`config.mk`:
```
export PLATFORM = sky130hd
export DESIGN_NAME = fp64_mant_norm
export DESIGN_NICKNAME = d
export VERILOG_FILES = /design/src/rtl/fp64_mant_pkg.sv /design/src/rtl/fp64_lzc.sv /design/src/rtl/fp64_lshift.sv /design/src/rtl/fp64_mant_core.sv /design/src/rtl/fp64_mant_norm.sv
export SDC_FILE = /design/constraint.sdc
export NUM_CORES = 1
export LEC_CHECK = 0
export ABC_AREA = 1
export CAP_MARGIN = 20
export CORE_MARGIN = 4
export CORE_UTILIZATION = 55
export CTS_CLUSTER_SIZE = 40
export DETAILED_ROUTE_END_ITERATION = 10
export DONT_BUFFER_PORTS = 1
export GPL_TIMING_DRIVEN = 0
export PLACE_DENSITY_LB_ADDON = 0.1
export SYNTH_ARGS = -nofsm -noshare
export SYNTH_HDL_FRONTEND = slang
export SYNTH_HIERARCHICAL = 1
export SYNTH_SLANG_ARGS = --single-unit
```
`constraint.sdc`:
```
create_clock -name clk -period 12.9 [get_ports clk]
set_input_delay 1.29 -clock clk [delete_from_list [all_inputs] [get_ports clk]]
set_output_delay 1.29 -clock clk [all_outputs]
set_load 0.01 [all_outputs]
```
`src/rtl/fp64_mant_pkg.sv`:
```
package fp64_mant_pkg;

    localparam int EXP_W  = 11;
    localparam int FRAC_W = 52;
    localparam int FP_W   = 1 + EXP_W + FRAC_W;
    localparam int SHW    = $clog2(FRAC_W + 1);

    localparam logic [EXP_W-1:0] EXP_ALL1 = '1;
    localparam logic [EXP_W-1:0] EXP_ONE  = {1'b0, {(EXP_W-1){1'b1}}};
    localparam logic [EXP_W-1:0] EXP_HALF = EXP_ONE - 1'b1;

    typedef struct packed {
        logic              sign;
        logic [EXP_W-1:0]  exp;
        logic [FRAC_W-1:0] frac;
    } fp_t;

    typedef struct packed {
        fp_t  res;
        logic inv;
        logic den;
    } mant_out_t;

    typedef enum logic [1:0] {
        IV_ONE_TWO  = 2'b00,
        IV_HALF_TWO = 2'b01,
        IV_HALF_ONE = 2'b10,
        IV_3Q_3H    = 2'b11
    } ival_e;

    localparam fp_t POS_ONE  = '{sign: 1'b0, exp: EXP_ONE, frac: '0};
    localparam fp_t NEG_ONE  = '{sign: 1'b1, exp: EXP_ONE, frac: '0};
    localparam fp_t QNAN_DEF = '{sign: 1'b1, exp: EXP_ALL1,
                                 frac: {1'b1, {(FRAC_W-1){1'b0}}}};

endpackage

```
`src/rtl/fp64_lzc.sv`:
```
module fp64_lzc #(
    parameter int W  = 52,
    parameter int CW = $clog2(W + 1)
) (
    input  logic [W-1:0]  vec_i,
    output logic [CW-1:0] cnt_o
);
    always_comb begin
        cnt_o = CW'(W);
        for (int i = 0; i < W; i++) begin
            if (vec_i[i]) begin
                cnt_o = CW'(W - 1 - i);
            end
        end
    end
endmodule

```
`src/rtl/fp64_lshift.sv`:
```
module fp64_lshift #(
    parameter int W  = 52,
    parameter int SW = $clog2(W + 1)
) (
    input  logic [W-1:0]  data_i,
    input  logic [SW-1:0] amt_i,
    output logic [W-1:0]  data_o
);
    logic [W-1:0] stage [SW+1];

    assign stage[0] = data_i;

    for (genvar k = 0; k < SW; k++) begin : g_stage
        assign stage[k+1] = amt_i[k] ? (stage[k] << (1 << k)) : stage[k];
    end

    assign data_o = stage[SW];
endmodule

```
`src/rtl/fp64_mant_core.sv`:
```
module fp64_mant_core
    import fp64_mant_pkg::*;
(
    input  fp_t        op_i,
    input  logic [3:0] ctrl_i,
    input  logic       daz_i,
    output mant_out_t  out_o
);
    logic [SHW-1:0]    lead_zeros;
    logic [SHW-1:0]    shift_amt;
    logic [FRAC_W-1:0] shifted_frac;

    fp64_lzc #(.W(FRAC_W), .CW(SHW)) u_lzc (
        .vec_i (op_i.frac),
        .cnt_o (lead_zeros)
    );

    assign shift_amt = lead_zeros + 1'b1;

    fp64_lshift #(.W(FRAC_W), .SW(SHW)) u_shift (
        .data_i (op_i.frac),
        .amt_i  (shift_amt),
        .data_o (shifted_frac)
    );

    logic              exp_min, exp_max, frac_nz;
    logic              is_zero, is_sub, is_inf, is_nan;
    logic              odd_exp, sc_pos, sc_inv;
    ival_e             ival;
    logic [FRAC_W-1:0] norm_frac;
    logic [EXP_W-1:0]  new_exp;
    fp_t               signed_one;

    always_comb begin
        exp_min = (op_i.exp == '0);
        exp_max = (op_i.exp == EXP_ALL1);
        frac_nz = |op_i.frac;
        is_zero = exp_min && (!frac_nz || daz_i);
        is_sub  = exp_min && frac_nz && !daz_i;
        is_inf  = exp_max && !frac_nz;
        is_nan  = exp_max && frac_nz;

        sc_pos     = ctrl_i[2];
        sc_inv     = ctrl_i[3];
        ival       = ival_e'(ctrl_i[1:0]);
        signed_one = sc_pos ? POS_ONE : NEG_ONE;

        // unbiased parity: bias is odd, so the biased lsb is inverted;
        // a subnormal's unbiased exponent is minus the shift count
        norm_frac = is_sub ? shifted_frac : op_i.frac;
        odd_exp   = is_sub ? shift_amt[0] : ~op_i.exp[0];

        unique case (ival)
            IV_ONE_TWO:  new_exp = EXP_ONE;
            IV_HALF_TWO: new_exp = odd_exp ? EXP_HALF : EXP_ONE;
            IV_HALF_ONE: new_exp = EXP_HALF;
            IV_3Q_3H:    new_exp = norm_frac[FRAC_W-1] ? EXP_HALF : EXP_ONE;
            default:     new_exp = EXP_ONE;
        endcase

        out_o.res.sign = sc_pos ? 1'b0 : op_i.sign;
        out_o.res.exp  = new_exp;
        out_o.res.frac = norm_frac;
        out_o.inv      = 1'b0;
        out_o.den      = is_sub;

        if (is_nan) begin
            out_o.res = op_i;
            out_o.res.frac[FRAC_W-1] = 1'b1;
            out_o.inv = ~op_i.frac[FRAC_W-1];
            out_o.den = 1'b0;
        end else if (!op_i.sign && (is_zero || is_inf)) begin
            out_o.res = POS_ONE;
            out_o.den = 1'b0;
        end else if (op_i.sign && is_zero) begin
            out_o.res = signed_one;
            out_o.den = 1'b0;
        end else if (op_i.sign && (is_inf || sc_inv)) begin
            out_o.res = sc_inv ? QNAN_DEF : signed_one;
            out_o.inv = sc_inv;
            out_o.den = 1'b0;
        end
    end
endmodule

```
`src/rtl/fp64_mant_norm.sv`:
```
module fp64_mant_norm
    import fp64_mant_pkg::*;
(
    input  logic        clk,
    input  logic        rst_n,
    input  logic [63:0] op_i,
    input  logic [3:0]  ctrl_i,
    input  logic        daz_i,
    output logic [63:0] res_o,
    output logic        invalid_o,
    output logic        denorm_o
);
    mant_out_t core_out;
    mant_out_t st_d, st_q;

    fp64_mant_core u_core (
        .op_i   (fp_t'(op_i)),
        .ctrl_i (ctrl_i),
        .daz_i  (daz_i),
        .out_o  (core_out)
    );

    always_comb begin
        st_d = core_out;
    end

    always_ff @(posedge clk) begin
        if (!rst_n) begin
            st_q <= '0;
        end else begin
            st_q <= st_d;
        end
    end

    assign res_o     = st_q.res;
    assign invalid_o = st_q.inv;
    assign denorm_o  = st_q.den;
endmodule

```
==> results_tabular.tex <==
\begin{tabular}{lr}
\hline
Metric & Value \\
\hline
\multicolumn{2}{l}{\textbf{Synth}} \\
\quad Count of warnings emitted by yosys & 6 \\
\quad Number of distinct standard cells referenced by the synthesized netlist & 42 \\
\quad Part of the Yosys area used for sequential elements & 0.1741 \\
\quad Netlist area before placement & 7590 um2 \\
\quad FF+latch count, synth & 66 \\
\quad Gate count of the mapped netlist & 1419 \\
\quad Average cell area after synthesis & 5.349 um2 \\
\multicolumn{2}{l}{\textbf{Timing}} \\
\quad Worst hold margin & 1.180 ns \\
\quad Worst relative slew slack & 0.5153 \\
\quad Final setup vio count & 0 \\
\quad Final period demand of the worst path & 6.400 ns \\
\quad Final cycle utilization of the critical path & 0.4961 \\
\quad Setup repair after global routing missed its margin & no \\
\quad Tightest Pin Transition & 0.7271 ns \\
\quad Max-slew violation count & 0 \\
\quad Total count of hold-check failures in the final report & 0 \\
\quad Final total negative setup slack & 0 ns \\
\quad Maximum achievable frequency & 156.2 MHz \\
\multicolumn{2}{l}{\textbf{Finish}} \\
\quad Commonest cells after routing, fill and taps aside & sky130\_fd\_sc\_hd\_\_nand2\_1 (446), sky130\_fd\_sc\_hd\_\_nand3\_1 (333), sky130\_fd\_sc\_hd\_\_inv\_1 (164) \\
\quad Synth-to-Final Area Change & 6.891\% \\
\quad Fillers & 1359 \\
\quad Number of inserted diodes & 0 \\
\quad Number of standard cells in the final layout excluding fillers & 1618 \\
\quad Post-layout instance area & 8113 um2 \\
\quad Most common cell after layout, fill and taps aside & sky130\_fd\_sc\_hd\_\_nand2\_1 \\
\quad Fin nets & 1510 \\
\quad Share of layout cells above drive strength 1 & 0.1026 \\
\multicolumn{2}{l}{\textbf{Routing}} \\
\quad Final Routed Wirelength & 31.55 mm \\
\quad Initial DRC Count & 1618 \\
\quad Via Count & 9609 \\
\quad Detail-routed net length per standard cell & 19.50 um \\
\quad DRT Pass-1 Iters & 6 \\
\quad Via count normalized by instance count & 5.939 \\
\quad Post-route ant nets & 0 \\
\quad Number of DRC violations after detailed routing & 0 \\
\multicolumn{2}{l}{\textbf{Worst setup path}} \\
\quad Arrival time of data at the critical path endpoint & 6.62 ns \\
\quad Crit Path Category & in -> reg \\
\quad Startpoint type of the worst setup path & input port \\
\quad Worst-path cell with the longest stage delay & sky130\_fd\_sc\_hd\_\_clkbuf\_1 \\
\quad Worst setup path startpoint & op\_i[1] \\
\quad Critical Path Sink Type & flop \\
\quad Most numerous cell on the critical path & sky130\_fd\_sc\_hd\_\_nand2\_1 \\
\quad Data required, critical path & 13.12 ns \\
\quad Critical path fanouts, max & 10 \\
\quad Number of buffer and inverter stages on the critical path & 5 \\
\quad Gate family responsible for the most delay along the worst path & simple AND/OR/NAND/NOR gates \\
\quad Critical Path Max Stage Delay & 0.42 ns \\
\multicolumn{2}{l}{\textbf{Placed design}} \\
\quad Post-detailed-placement cell area & 7840 um2 \\
\quad Post-detailed-placement half-perimeter wirelength & 24.77 mm \\
\quad Placer congestion estimate & 1.065 \\
\quad \# placed instances & 1603 \\
\quad Number of input and output port buffers inserted & 0 \\
\multicolumn{2}{l}{\textbf{GRT}} \\
\quad Remaining global-route overflow & 0 \\
\quad GRT Overall Usage & 0.3821 \\
\quad Number of global-route vias before repair & 8491 \\
\quad Wire length of the first global-routing pass & 47.57 mm \\
\quad Maximum number of pins on one net before global-route repair & 11 \\
\quad Antenna violations before repair & 0 \\
\multicolumn{2}{l}{\textbf{CTS}} \\
\quad Buffer type at the clock tree root & sky130\_fd\_sc\_hd\_\_clkbuf\_16 \\
\quad Post-CTS clock slew at the launch and capture registers of the worst setup and hold paths & 0.05 ns \\
\quad Hold Buf Count CTS & 0 \\
\quad H-tree level count & 3 \\
\quad Num CTS Buffers & 9 \\
\quad Maximum clock insertion buffer count & 2 \\
\quad TritonCTS clock tree & yes \\
\quad Clock tree sinks & 66 \\
\quad Setup Fix Bufs, Post-CTS & 0 \\
\quad Quantity of gates resized following cts & 0 \\
\multicolumn{2}{l}{\textbf{Floorplanning}} \\
\quad Total Die Area & 15740 um2 \\
\quad Initial cell density of the core & 0.5664 \\
\quad Count of pins on the block boundary & 137 \\
\quad Core area & 13400 um2 \\
\quad X dimension of the die & 125.5 um \\
\quad Die boundary height & 125.5 um \\
\quad Number of rows in the core area & 42 \\
\multicolumn{2}{l}{\textbf{Outcome}} \\
\quad Outcome & complete, no violations \\
\multicolumn{2}{l}{\textbf{Power}} \\
\quad Power density relative to cell area & 90.58 nW/um2 \\
\quad Peak supply drop & 0.06101 mV \\
\quad Standby leakage power & 0.004653 uW \\
\quad Total power after layout & 734.8 uW \\
\multicolumn{2}{l}{\textbf{Run}} \\
\quad Max cap viols & 0 \\
\multicolumn{2}{l}{\textbf{Worst hold path}} \\
\quad Class of the most critical hold timing path & in -> reg \\
\quad Worst Hold Launch & op\_i[63] \\
\hline
\end{tabular}
final timing paths:
check / end / slack (ns) / cells past startpoint
hold / removal: res_o[63]$_SDFF_PN0_ / 1.18 / 4
setup / recovery: res_o[50]$_SDFF_PN0_ / 6.50 / 65
metal layers:
metal	track usage	vias to the layer above	part of all wire
met4	0.1492	0	0.042
met1	0.5279	4248	0.40
met5	0	-	0
li1	-	4533	-
met2	0.5780	732	0.43
met3	0.08614	96	0.14
layout make-up:
cell class | count | area [um2] | share of cell area
clock inverter | 2 | 12.51 | 0.001542
sequential | 66 | 1321 | 0.1629
inverter | 188 | 799.5 | 0.09855
tap | 176 | 220.2 | 0.02714
multi-input combinational | 1078 | 4858 | 0.5989
clock buffer | 13 | 260.3 | 0.03208
buffer | 95 | 640.6 | 0.07896
power breakdown:
part           total [uW]  switching, uW  leakage [uW]  internal (uW)
logic                 291            195       0.00397           95.4
registers             225           10.0      0.000547            215
clock network         219           79.6      0.000132            139
total                 735            285       0.00465            450
synthesized netlist by cell type:
master,count,area [um2]
sky130_fd_sc_hd__or3_4,1,11.26
sky130_fd_sc_hd__nand2_1,446,1674
sky130_fd_sc_hd__nor2_2,12,75.07
sky130_fd_sc_hd__dfxtp_1,66,1321
sky130_fd_sc_hd__nor2_1,135,506.7
sky130_fd_sc_hd__nand3_2,8,80.08
sky130_fd_sc_hd__o31ai_1,2,15.01
sky130_fd_sc_hd__a21oi_1,16,80.08
sky130_fd_sc_hd__nor3_4,1,16.27
sky130_fd_sc_hd__inv_4,1,6.260
sky130_fd_sc_hd__ha_1,1,12.51
sky130_fd_sc_hd__inv_8,1,11.26
sky130_fd_sc_hd__inv_2,15,56.30
sky130_fd_sc_hd__buf_4,18,135.1
sky130_fd_sc_hd__clkbuf_2,1,5.000
sky130_fd_sc_hd__o211ai_1,1,7.510
sky130_fd_sc_hd__nor4_1,6,37.54
sky130_fd_sc_hd__xor2_1,4,35.03
sky130_fd_sc_hd__inv_1,164,615.6
sky130_fd_sc_hd__o21ai_2,2,17.52
sky130_fd_sc_hd__buf_6,22,247.7
sky130_fd_sc_hd__o21bai_1,1,7.510
sky130_fd_sc_hd__nor2_4,2,22.52
sky130_fd_sc_hd__nor3_1,4,20.02
sky130_fd_sc_hd__bufinv_8,6,105.1
sky130_fd_sc_hd__buf_12,1,20.02
sky130_fd_sc_hd__nand4_1,17,106.4
sky130_fd_sc_hd__clkinv_2,1,5.000
sky130_fd_sc_hd__a31oi_1,3,18.77
sky130_fd_sc_hd__nand3_4,1,17.52
sky130_fd_sc_hd__nand3b_1,1,7.510
sky130_fd_sc_hd__o21ai_1,51,255.2
sky130_fd_sc_hd__o21ai_0,4,20.02
sky130_fd_sc_hd__nand2_2,13,81.33
sky130_fd_sc_hd__buf_1,8,30.03
sky130_fd_sc_hd__nand3_1,333,1667
sky130_fd_sc_hd__clkbuf_1,18,67.56
sky130_fd_sc_hd__buf_2,27,135.1
sky130_fd_sc_hd__a21oi_2,2,17.52
sky130_fd_sc_hd__conb_1,1,3.750
sky130_fd_sc_hd__a21boi_0,1,7.510
sky130_fd_sc_hd__a211oi_1,1,7.510
flip-flops by register name, summed over array words and instances (netlist names):
name and flops:
denorm_o 1, res_o 64, invalid_o 1
through the flow:
step           setup WS, ns    util
3_3_place_gp          6.417  0.5851
2_1_floorplan         7.704       -
6_report              6.500  0.6054
3_5_place_dp          6.424  0.5851
4_1_cts               6.741  0.6054
5_1_grt               5.943  0.6054
logic make-up (layout without fill, tap and decap cells):
group,Yosys count,count (layout),synth area share
compound gates,84,84,0.05984
xor+xnor,4,4,0.004615
fa+ha+maj,1,1,0.001648
buf+inv,283,298,0.1897
flops,66,66,0.1741
other cells,1,9,0.0004941
simple gates,980,980,0.5696
Power figures use the tool's default switching activity.
